[src/rtl/idle_psv_pkg.sv]
package idle_psv_pkg;
  typedef enum logic [1:0] {
    ST_RUN   = 2'd0,
    ST_ENTER = 2'd1,
    ST_IDLE  = 2'd2,
    ST_WAKE  = 2'd3
  } psv_state_e;

  localparam int unsigned CAUSE_W = 2;

  typedef enum logic [CAUSE_W-1:0] {
    CAUSE_IRQ = 2'b00,
    CAUSE_WDT = 2'b01,
    CAUSE_RST = 2'b10
  } wake_cause_e;

  localparam int unsigned NUM_SRC = 3;
  // source index order is also priority order (higher index wins)
  localparam int unsigned SRC_IRQ = 0;
  localparam int unsigned SRC_WDT = 1;
  localparam int unsigned SRC_RST = 2;
endpackage

[src/rtl/psv_event_hold.sv]
module psv_event_hold #(
  parameter int unsigned NSRC = 3
) (
  input  logic            clk_i,
  input  logic            rst_ni,
  input  logic            capture_i,
  input  logic            clear_i,
  input  logic [NSRC-1:0] ev_i,
  output logic [NSRC-1:0] held_o
);
  for (genvar g = 0; g < NSRC; g++) begin : g_hold
    logic held_q;
    always_ff @(posedge clk_i or negedge rst_ni) begin
      if (!rst_ni)                  held_q <= 1'b0;
      else if (clear_i)             held_q <= 1'b0;
      else if (capture_i && ev_i[g]) held_q <= 1'b1;
    end
    assign held_o[g] = held_q;


    held_capture_chk: assert property (@(posedge clk_i) disable iff (!rst_ni)
      (capture_i && ev_i[g] && !clear_i) |=> held_o[g]);
  end
endmodule

[src/rtl/psv_cause_arb.sv]
module psv_cause_arb
  import idle_psv_pkg::*;
#(
  parameter int unsigned NSRC = NUM_SRC
) (
  input  logic               clk_i,
  input  logic               rst_ni,
  input  logic [NSRC-1:0]    ev_i,
  output logic               any_o,
  output logic [CAUSE_W-1:0] cause_o
);
  logic [NSRC-1:0] grant;

  always_comb begin
    grant = '0;
    for (int i = NSRC - 1; i >= 0; i--) begin
      if (ev_i[i] && grant == '0) grant[i] = 1'b1;
    end
  end

  always_comb begin
    cause_o = CAUSE_IRQ;
    if (grant[SRC_RST])      cause_o = CAUSE_RST;
    else if (grant[SRC_WDT]) cause_o = CAUSE_WDT;
  end

  assign any_o = |ev_i;


  grant_onehot_chk: assert property (@(posedge clk_i) disable iff (!rst_ni)
    $onehot0(grant) && (any_o == (grant != '0)));
endmodule

[src/rtl/psv_fsm.sv]
module psv_fsm
  import idle_psv_pkg::*;
(
  input  logic       clk_i,
  input  logic       rst_ni,
  input  logic       req_i,
  input  logic       wake_any_i,
  output psv_state_e state_o
);
  psv_state_e state_q, state_d;

  always_comb begin
    state_d = state_q;
    unique case (state_q)
      ST_RUN:   if (req_i) state_d = ST_ENTER;
      ST_ENTER: state_d = ST_IDLE;
      ST_IDLE:  if (wake_any_i) state_d = ST_WAKE;
      ST_WAKE:  state_d = ST_RUN;
      default:  state_d = ST_RUN;
    endcase
  end

  always_ff @(posedge clk_i or negedge rst_ni) begin
    if (!rst_ni) state_q <= ST_RUN;
    else         state_q <= state_d;
  end

  assign state_o = state_q;


  enter_one_cycle_chk: assert property (@(posedge clk_i) disable iff (!rst_ni)
    (state_q == ST_ENTER) |=> (state_q == ST_IDLE));

  req_ignored_chk: assert property (@(posedge clk_i) disable iff (!rst_ni)
    (state_q == ST_WAKE) |=> (state_q == ST_RUN));
endmodule

[src/rtl/idle_psv_seq.sv]
module idle_psv_seq
  import idle_psv_pkg::*;
(
  input  logic       clk_i,
  input  logic       rst_ni,
  input  logic       psave_req_i,
  input  logic       irq_pend_i,
  input  logic       wdt_timeout_i,
  input  logic       dev_rst_i,
  output logic       cpu_clk_en_o,
  output logic       wdt_clr_o,
  output logic       wake_o,
  output logic [1:0] wake_cause_o,
  output logic       resume_isr_o
);
  psv_state_e          state;
  logic [NUM_SRC-1:0]  ev_now, ev_held, ev_all;
  logic                capture, clear, wake_any;
  logic [CAUSE_W-1:0]  arb_cause;
  logic [CAUSE_W-1:0]  cause_q;

  always_comb begin
    ev_now          = '0;
    ev_now[SRC_IRQ] = irq_pend_i;
    ev_now[SRC_WDT] = wdt_timeout_i;
    ev_now[SRC_RST] = dev_rst_i;
  end

  // events coinciding with the strobe or the entry cycle are deferred
  assign capture = ((state == ST_RUN) && psave_req_i) || (state == ST_ENTER);
  assign clear   = (state == ST_WAKE);
  assign ev_all  = ev_now | ev_held;

  psv_event_hold #(.NSRC(NUM_SRC)) u_hold (
    .clk_i     (clk_i),
    .rst_ni    (rst_ni),
    .capture_i (capture),
    .clear_i   (clear),
    .ev_i      (ev_now),
    .held_o    (ev_held)
  );

  psv_cause_arb #(.NSRC(NUM_SRC)) u_arb (
    .clk_i   (clk_i),
    .rst_ni  (rst_ni),
    .ev_i    (ev_all),
    .any_o   (wake_any),
    .cause_o (arb_cause)
  );

  psv_fsm u_fsm (
    .clk_i      (clk_i),
    .rst_ni     (rst_ni),
    .req_i      (psave_req_i),
    .wake_any_i (wake_any),
    .state_o    (state)
  );

  always_ff @(posedge clk_i or negedge rst_ni) begin
    if (!rst_ni)                           cause_q <= CAUSE_RST;
    else if ((state == ST_IDLE) && wake_any) cause_q <= arb_cause;
  end

  assign cpu_clk_en_o = (state != ST_IDLE);
  assign wdt_clr_o    = (state == ST_ENTER);
  assign wake_o       = (state == ST_WAKE);
  assign wake_cause_o = cause_q;
  assign resume_isr_o = wake_o && (cause_q == CAUSE_IRQ);


  clr_then_gate_chk: assert property (@(posedge clk_i) disable iff (!rst_ni)
    wdt_clr_o |=> !cpu_clk_en_o);

  wake_after_gate_chk: assert property (@(posedge clk_i) disable iff (!rst_ni)
    wake_o |-> $past(!cpu_clk_en_o));

  wake_single_chk: assert property (@(posedge clk_i) disable iff (!rst_ni)
    wake_o |=> (cpu_clk_en_o && !wake_o && !wdt_clr_o));

  rst_wins_chk: assert property (@(posedge clk_i) disable iff (!rst_ni)
    (!cpu_clk_en_o && dev_rst_i) |=> (wake_o && wake_cause_o == 2'b10));

  cause_stable_chk: assert property (@(posedge clk_i) disable iff (!rst_ni)
    (cpu_clk_en_o && !wake_o) |=> $stable(wake_cause_o) || wake_o);
endmodule

[config.mk]
export PLATFORM = sky130hd
export DESIGN_NAME = idle_psv_seq
export DESIGN_NICKNAME = d
export VERILOG_FILES = /design/src/rtl/idle_psv_pkg.sv /design/src/rtl/psv_event_hold.sv /design/src/rtl/psv_cause_arb.sv /design/src/rtl/psv_fsm.sv /design/src/rtl/idle_psv_seq.sv
export SDC_FILE = /design/constraint.sdc
export NUM_CORES = 1
export LEC_CHECK = 0
export ABC_CLOCK_PERIOD_IN_PS = 2300
export CAP_MARGIN = 15
export CORE_AREA = 2 2 39 41
export DETAILED_ROUTE_END_ITERATION = 10
export DIE_AREA = 0 0 41 43
export SLEW_MARGIN = 10
export SYNTH_ARGS = -nofsm -noshare
export SYNTH_HDL_FRONTEND = slang
export SYNTH_HIERARCHICAL = 1
export SYNTH_SLANG_ARGS = --single-unit
export TNS_END_PERCENT = 1
[constraint.sdc]
create_clock -name clk_i -period 2.3 [get_ports clk_i]
set_clock_uncertainty 0.05 [all_clocks]
set_input_delay 0.46 -clock clk_i [delete_from_list [all_inputs] [get_ports clk_i]]
set_output_delay 0.46 -clock clk_i [all_outputs]
set_load 0.1 [all_outputs]
==> impl_metrics.csv, run 1 <==
group,metric,value,unit
worst_setup_path,worstPathArrival,2.04,ns
cells_and_area,num_antenna_cells,0,
synthesis,syn_inst,41,
grt,grt_use_total,0.1008,
synthesis,synthesis.nets,50,
outcome,outcome,"finished, final reports clean",
clock_tree,cts.clk_slew.worst_paths,0.05,ns
worst_setup_path,crit_path_start_kind,"input port",
die,chipWidth,41,um
clock_tree,cts_htree_levels,1,
routing,post_drt_via_cell_ratio,4.529,
timing,slew_headroom,0.7985,
clock_tree,clk_latency,0.25,ns
clock_tree,numCtsBuffers,3,
place,gp_congestion,0.7004,
worst_setup_path,cp.required,2.39,ns
clock_tree,ctsResizeCount,0,
die,start_util,0.3255,
grt,grt_pass1_vias,283,
clock_tree,clkSinkCount,7,
timing,fin_crit,1.954,ns
place,place_hpwl,561.3,um
grt,antenna_found_initial,0,
routing,wirelength,676,um
routing,wl_per_cell,9.941,um
timing,final-hold-violation-count,0,
cells_and_area,drive_gt1_frac,0.4423,
die,fp.dieH,43,um
timing,maxSlewViolCount,0,
synthesis,ys_types,19,
clock_tree,clock-root-buffer,"clkbuf_4",
clock_tree,cts_tree,"done",
clock_tree,postCtsSetupRepairBufs,0,
synthesis,async_flop_share,1.000,
synthesis,yosysMostFrequentCell,"dfrtp_1",
cells_and_area,fin_nets,62,
timing,fmax,511.9,MHz
clock_tree,clockBufferDepth,2,
timing,grt_setup_unrepaired,"false",
synthesis,synth_commonest_cells,"dfrtp_1, nor2_1, buf_4",
grt,grt_max_degree,9,
routing,drtPass1Iterations,3,
routing,vias,308,
synthesis,ys_warn_count,6,
timing,fin_crit_sh,0.8494,
grt,grt_overflow_total,0,
worst_setup_path,critPathKind,"input port to flop",
worst_setup_path,end_kind,"flop",
grt,grt_pass1_wl,1152,um
synthesis,synth-seq-cells,7,
min_path,min_path_type,"input port to async pin",
die,coreArea,0.001384,sq mm
cells_and_area,fillers,126,
worst_setup_path,worstPathMaxFanout,2,
routing,drc,0,
die,row_count,14,
place,portBuffers,11,
routing,drtIter0Drc,3,
synthesis,yosys-top-cells-area,"dfrtp_1, mux2_4, ha_1",
timing,final.setup.tns,0,ns
synthesis,synth_area_leader_cell,"dfrtp_1",
timing,tightest_slew,0.3013,ns
synthesis,synth_area_per_cell,10.99,sq um
die,pin_count,12,
flow_run,maxCapViolCount,0,
die,die-area,0.001763,sq mm
synthesis,synthesis.area,450.4,sq um
synthesis,synth_edf_count,0,
clock_tree,cts_hold_buffers,0,
routing,antenna_left,0,
cells_and_area,area_delta_synth_final,38.61,%
synthesis,synth_ff_type,"dfrtp_1",
synthesis,synth_top_area_frac,0.3333,
synthesis,seq_area_frac_synth,0.3917,
timing,setup_viol,0,
-- critical path, stage by stage --
cell	delay [ns]
clkdlybuf4s50_1	0.42
or2_2	0.29
or3_1	0.43
inv_1	0.09
a21oi_2	0.06
mux2_4	0.29
-- cell families after synthesis --
| kind of cell | Yosys count | share of synthesized area |
|---|---|---|
| AO/OA/AOI/OAI | 5 | 0.07777 |
| buffers and inverters | 7 | 0.09167 |
| flip-flops | 7 | 0.3917 |
| adder cells (fa/ha/maj) | 3 | 0.08334 |
| multiplexers | 3 | 0.09999 |
| AND/OR/NAND/NOR | 16 | 0.2556 |
-- per-stage QoR --
step	setup slack, ns	cells	hold WS, ns	instance area [sq um]	utilization
floorplan	0.04695	41	0.1144	462.9	-
CTS	0.3438	68	0.4150	624.3	0.4512
finish	0.3463	68	0.4053	624.3	0.4512
global placement	0.1028	64	0.4203	598.1	0.4322
global route	0.2818	68	0.4363	624.3	0.4512
detailed placement	0.08280	64	0.4325	598.1	0.4322
-- routing by layer --
layer | GRT usage | vias up | part of all wire
met1 | 0.1107 | 144 | 0.41
met2 | 0.1406 | 9 | 0.51
met3 | 0.06283 | 3 | 0.064
li1 | - | 152 | -
met5 | 0 | - | 0
met4 | 0.06000 | 0 | 0.012
-- worst paths after layout --
path / startpoint / end / slack [ns] / cells past startpoint
worst max-delay path: wdt_timeout_i / u_fsm/state_o[1] / 0.35 / 6
worst min-delay path: rst_ni / wake_cause_o[0] / 0.41 / 1
worst max register to register: u_hold/g_hold[2].held_q / u_fsm/state_o[1] / 0.59 / 5
worst min register to register: u_hold/g_hold[0].held_q / u_hold/g_hold[0].held_q / 0.44 / 2
max in group asynchronous: rst_ni / wake_cause_o[1] / 1.51 / 1
min in group clk_i: u_hold/g_hold[0].held_q / u_hold/g_hold[0].held_q / 0.44 / 2
-- placed cells by master (no fill, tap or decap) --
cell,synthesis,final
a21oi_2,1,1
buf_12,0,4
nor2b_1,1,1
clkdlybuf4s50_1,0,5
nand3b_4,1,1
ha_1,3,3
dfrtp_1,6,6
and2b_2,1,1
clkbuf_1,0,1
nor2b_4,1,1
dfstp_2,1,1
or2b_1,1,1
a21oi_1,3,3
nor3b_4,0,1
or3_1,1,1
o32a_2,1,1
mux2_4,3,3
nor2_1,5,5
or2_2,3,3
clkbuf_4,0,3
buf_4,4,2
and2_4,0,1
inv_1,3,3
-- state kept, by name (all words and copies together) (netlist names) --
register and flops:
u_hold/g_hold.held_q 3, u_fsm/state_o 2, wake_cause_o 2
-- area by class of cell --
type	instances	area [sq um]	share of cell area
Multi-Input combinational cell	27	245.2	0.3928
Timing Repair Buffer	11	145.1	0.2325
Inverter	3	11.26	0.01804
Sequential cell	7	176.4	0.2826
Clock buffer	4	26.28	0.04208
Tap cell	16	20.02	0.03206
Power of run 1 is not shown: default switching activity piles up to over one toggle a cycle in this logic, so the estimate is an artifact.
==> run 2, diff against run 1 <==
- ABC_CLOCK_PERIOD_IN_PS: 2300 -> 1900
- clock period: 2.3 -> 1.9 ns (I/O delays scaled with it)
==> run 2 against run 1 <==
Compared with the run above: setup slack lost 0.29 ns; cell count grew 1.5%; final area grew 6.4%; via count grew 1.6%; register-to-register slack lost 0.38 ns; critical path depth is the same; first-iteration DRC count grew 100%; sequential share of layout area shrank 1.3 points; critical path type unchanged; count of clock-buffer cells in the layout is the same.
==> impl_metrics.csv, run 2 (synthesized netlist as in run 1, its figures left out) <==
group,metric,value,unit
cells_and_area,layout_common_cells,"buf_12, nor2_1, clkdlybuf4s50_1",
timing,setup_viol,0,
grt,grt_max_degree,9,
die,chipWidth,41,um
min_path,min_path_type,"input port to async pin",
worst_setup_path,cp.required,1.98,ns
clock_tree,clkSinkCount,7,
clock_tree,clk_latency,0.25,ns
grt,grt_pass1_wl,1235,um
timing,slew_headroom,0.7741,
place,place_hpwl,634.2,um
clock_tree,cts.clk_slew.worst_paths,0.05,ns
die,pin_count,12,
place,portBuffers,11,
routing,vias,313,
cells_and_area,largest_reg_flops,3,
die,fp.dieH,43,um
timing,tightest_slew,0.3378,ns
cells_and_area,num_antenna_cells,0,
worst_setup_path,slowest_stage,"clkdlybuf4s50_1",
clock_tree,clock-root-buffer,"clkbuf_4",
worst_setup_path,crit_path_start_kind,"input port",
routing,drc,0,
clock_tree,numCtsBuffers,3,
grt,antenna_found_initial,0,
timing,maxSlewViolCount,0,
routing,antenna_left,0,
clock_tree,cts_tree,"done",
die,row_count,14,
worst_setup_path,crit_path_max_incr_delay,0.42,ns
place,gp_congestion,0.6939,
timing,fmax,542.8,MHz
routing,drtIter0Drc,6,
routing,wl_per_cell,10.97,um
timing,holdWs,0.3509,ns
cells_and_area,fin_nets,63,
routing,post_drt_via_cell_ratio,4.536,
worst_setup_path,critPathKind,"input port to flop",
timing,fin_crit,1.842,ns
timing,grt_setup_unrepaired,"false",
grt,grt_use_total,0.1080,
cells_and_area,top_register,"u_hold/g_hold.held_q",
cells_and_area,fillers,126,
cells_and_area,layout_commonest_cell,"buf_12",
cells_and_area,area_delta_synth_final,47.50,%
grt,grt_pass1_vias,289,
die,start_util,0.3255,
outcome,outcome,"finished, final reports clean",
worst_setup_path,worstPathMaxFanout,2,
die,die-area,0.001763,sq mm
die,coreArea,0.001384,sq mm
worst_setup_path,path_cells,"clkdlybuf4s50_1 > or2_2 > or3_4 > inv_1 > a21oi_2 > mux2_4",
cells_and_area,drive_gt1_frac,0.5094,
timing,final-hold-violation-count,0,
worst_setup_path,end_kind,"flop",
clock_tree,cts_htree_levels,1,
timing,fin_crit_sh,0.9697,
cells_and_area,final_core_util,0.4801,
flow_run,maxCapViolCount,0,
clock_tree,clockBufferDepth,2,
clock_tree,cts_hold_buffers,0,
routing,drtPass1Iterations,2,
routing,wirelength,757,um
worst_setup_path,worstPathArrival,1.92,ns
grt,grt_overflow_total,0,
-- run 2: repair_timing --
item	in CTS	in global routing
setup endpoints to repair	0	1
gates resized for setup	0	1
buffers inserted	0	0
-- run 2: metal layers --
layer	vias to the layer above	track usage	share of wire
li1	156	-	-
met1	149	0.1209	0.40
met2	8	0.1625	0.55
met3	0	0.04712	0.041
met4	0	0.06000	0
met5	-	0	0
-- run 2: final timing paths --
| path | from | to | slack, ns | cells past startpoint |
|---|---|---|---|---|
| setup / recovery | wdt_timeout_i | u_fsm/state_o[1] | 0.06 | 6 |
| min in group clk_i | u_hold/g_hold[0].held_q | u_hold/g_hold[0].held_q | 0.44 | 2 |
| hold reg to reg | u_hold/g_hold[0].held_q | u_hold/g_hold[0].held_q | 0.44 | 2 |
| setup reg to reg | u_hold/g_hold[2].held_q | u_fsm/state_o[1] | 0.21 | 5 |
| max in group asynchronous | rst_ni | wake_cause_o[1] | 1.15 | 1 |
| hold / removal | rst_ni | u_hold/g_hold[0].held_q | 0.35 | 1 |
-- run 2: final cells by class --
type | count | area, sq um | area share
inverter | 3 | 11.26 | 0.01695
timing repair buffer | 12 | 177.7 | 0.2674
multi-input combinational | 27 | 250.2 | 0.3766
clock buffer | 4 | 26.28 | 0.03955
sequential | 7 | 178.9 | 0.2693
tap | 16 | 20.02 | 0.03013
-- run 2: worst max-delay path, delay by kind of cell --
| kind | cells | cell delay [ns] |
|---|---|---|
| muxes | 1 | 0.29 |
| AOI/OAI and AO/OA | 1 | 0.06 |
| buffers and inverters | 2 | 0.50 |
| and+or+nand+nor | 2 | 0.69 |
-- run 2: metrics by stage --
| stage | TNS [ns] | area (sq um) | worst slack (ns) | instances |
|---|---|---|---|---|
| detailed placement | -0.6915 | 633.1 | -0.2259 | 65 |
| CTS | 0 | 659.4 | 0.02884 | 69 |
| global route | 0 | 664.4 | 0.003015 | 69 |
| finish | 0 | 664.4 | 0.05754 | 69 |
| global placement | -0.6903 | 633.1 | -0.2204 | 65 |
| floorplan | -0.2153 | 465.4 | -0.2153 | 41 |
Power of run 2 is left out for the same reason.
==> run 3, diff against run 2 <==
- ABC_CLOCK_PERIOD_IN_PS: 1900 -> unset
- CTS_CLUSTER_SIZE: unset -> 40
- SLEW_MARGIN: 10 -> unset
==> results of run 3 <==
No change in the layout: final DEF, timing and power equal those of run 2.
Power of run 3 is left out for the same reason.
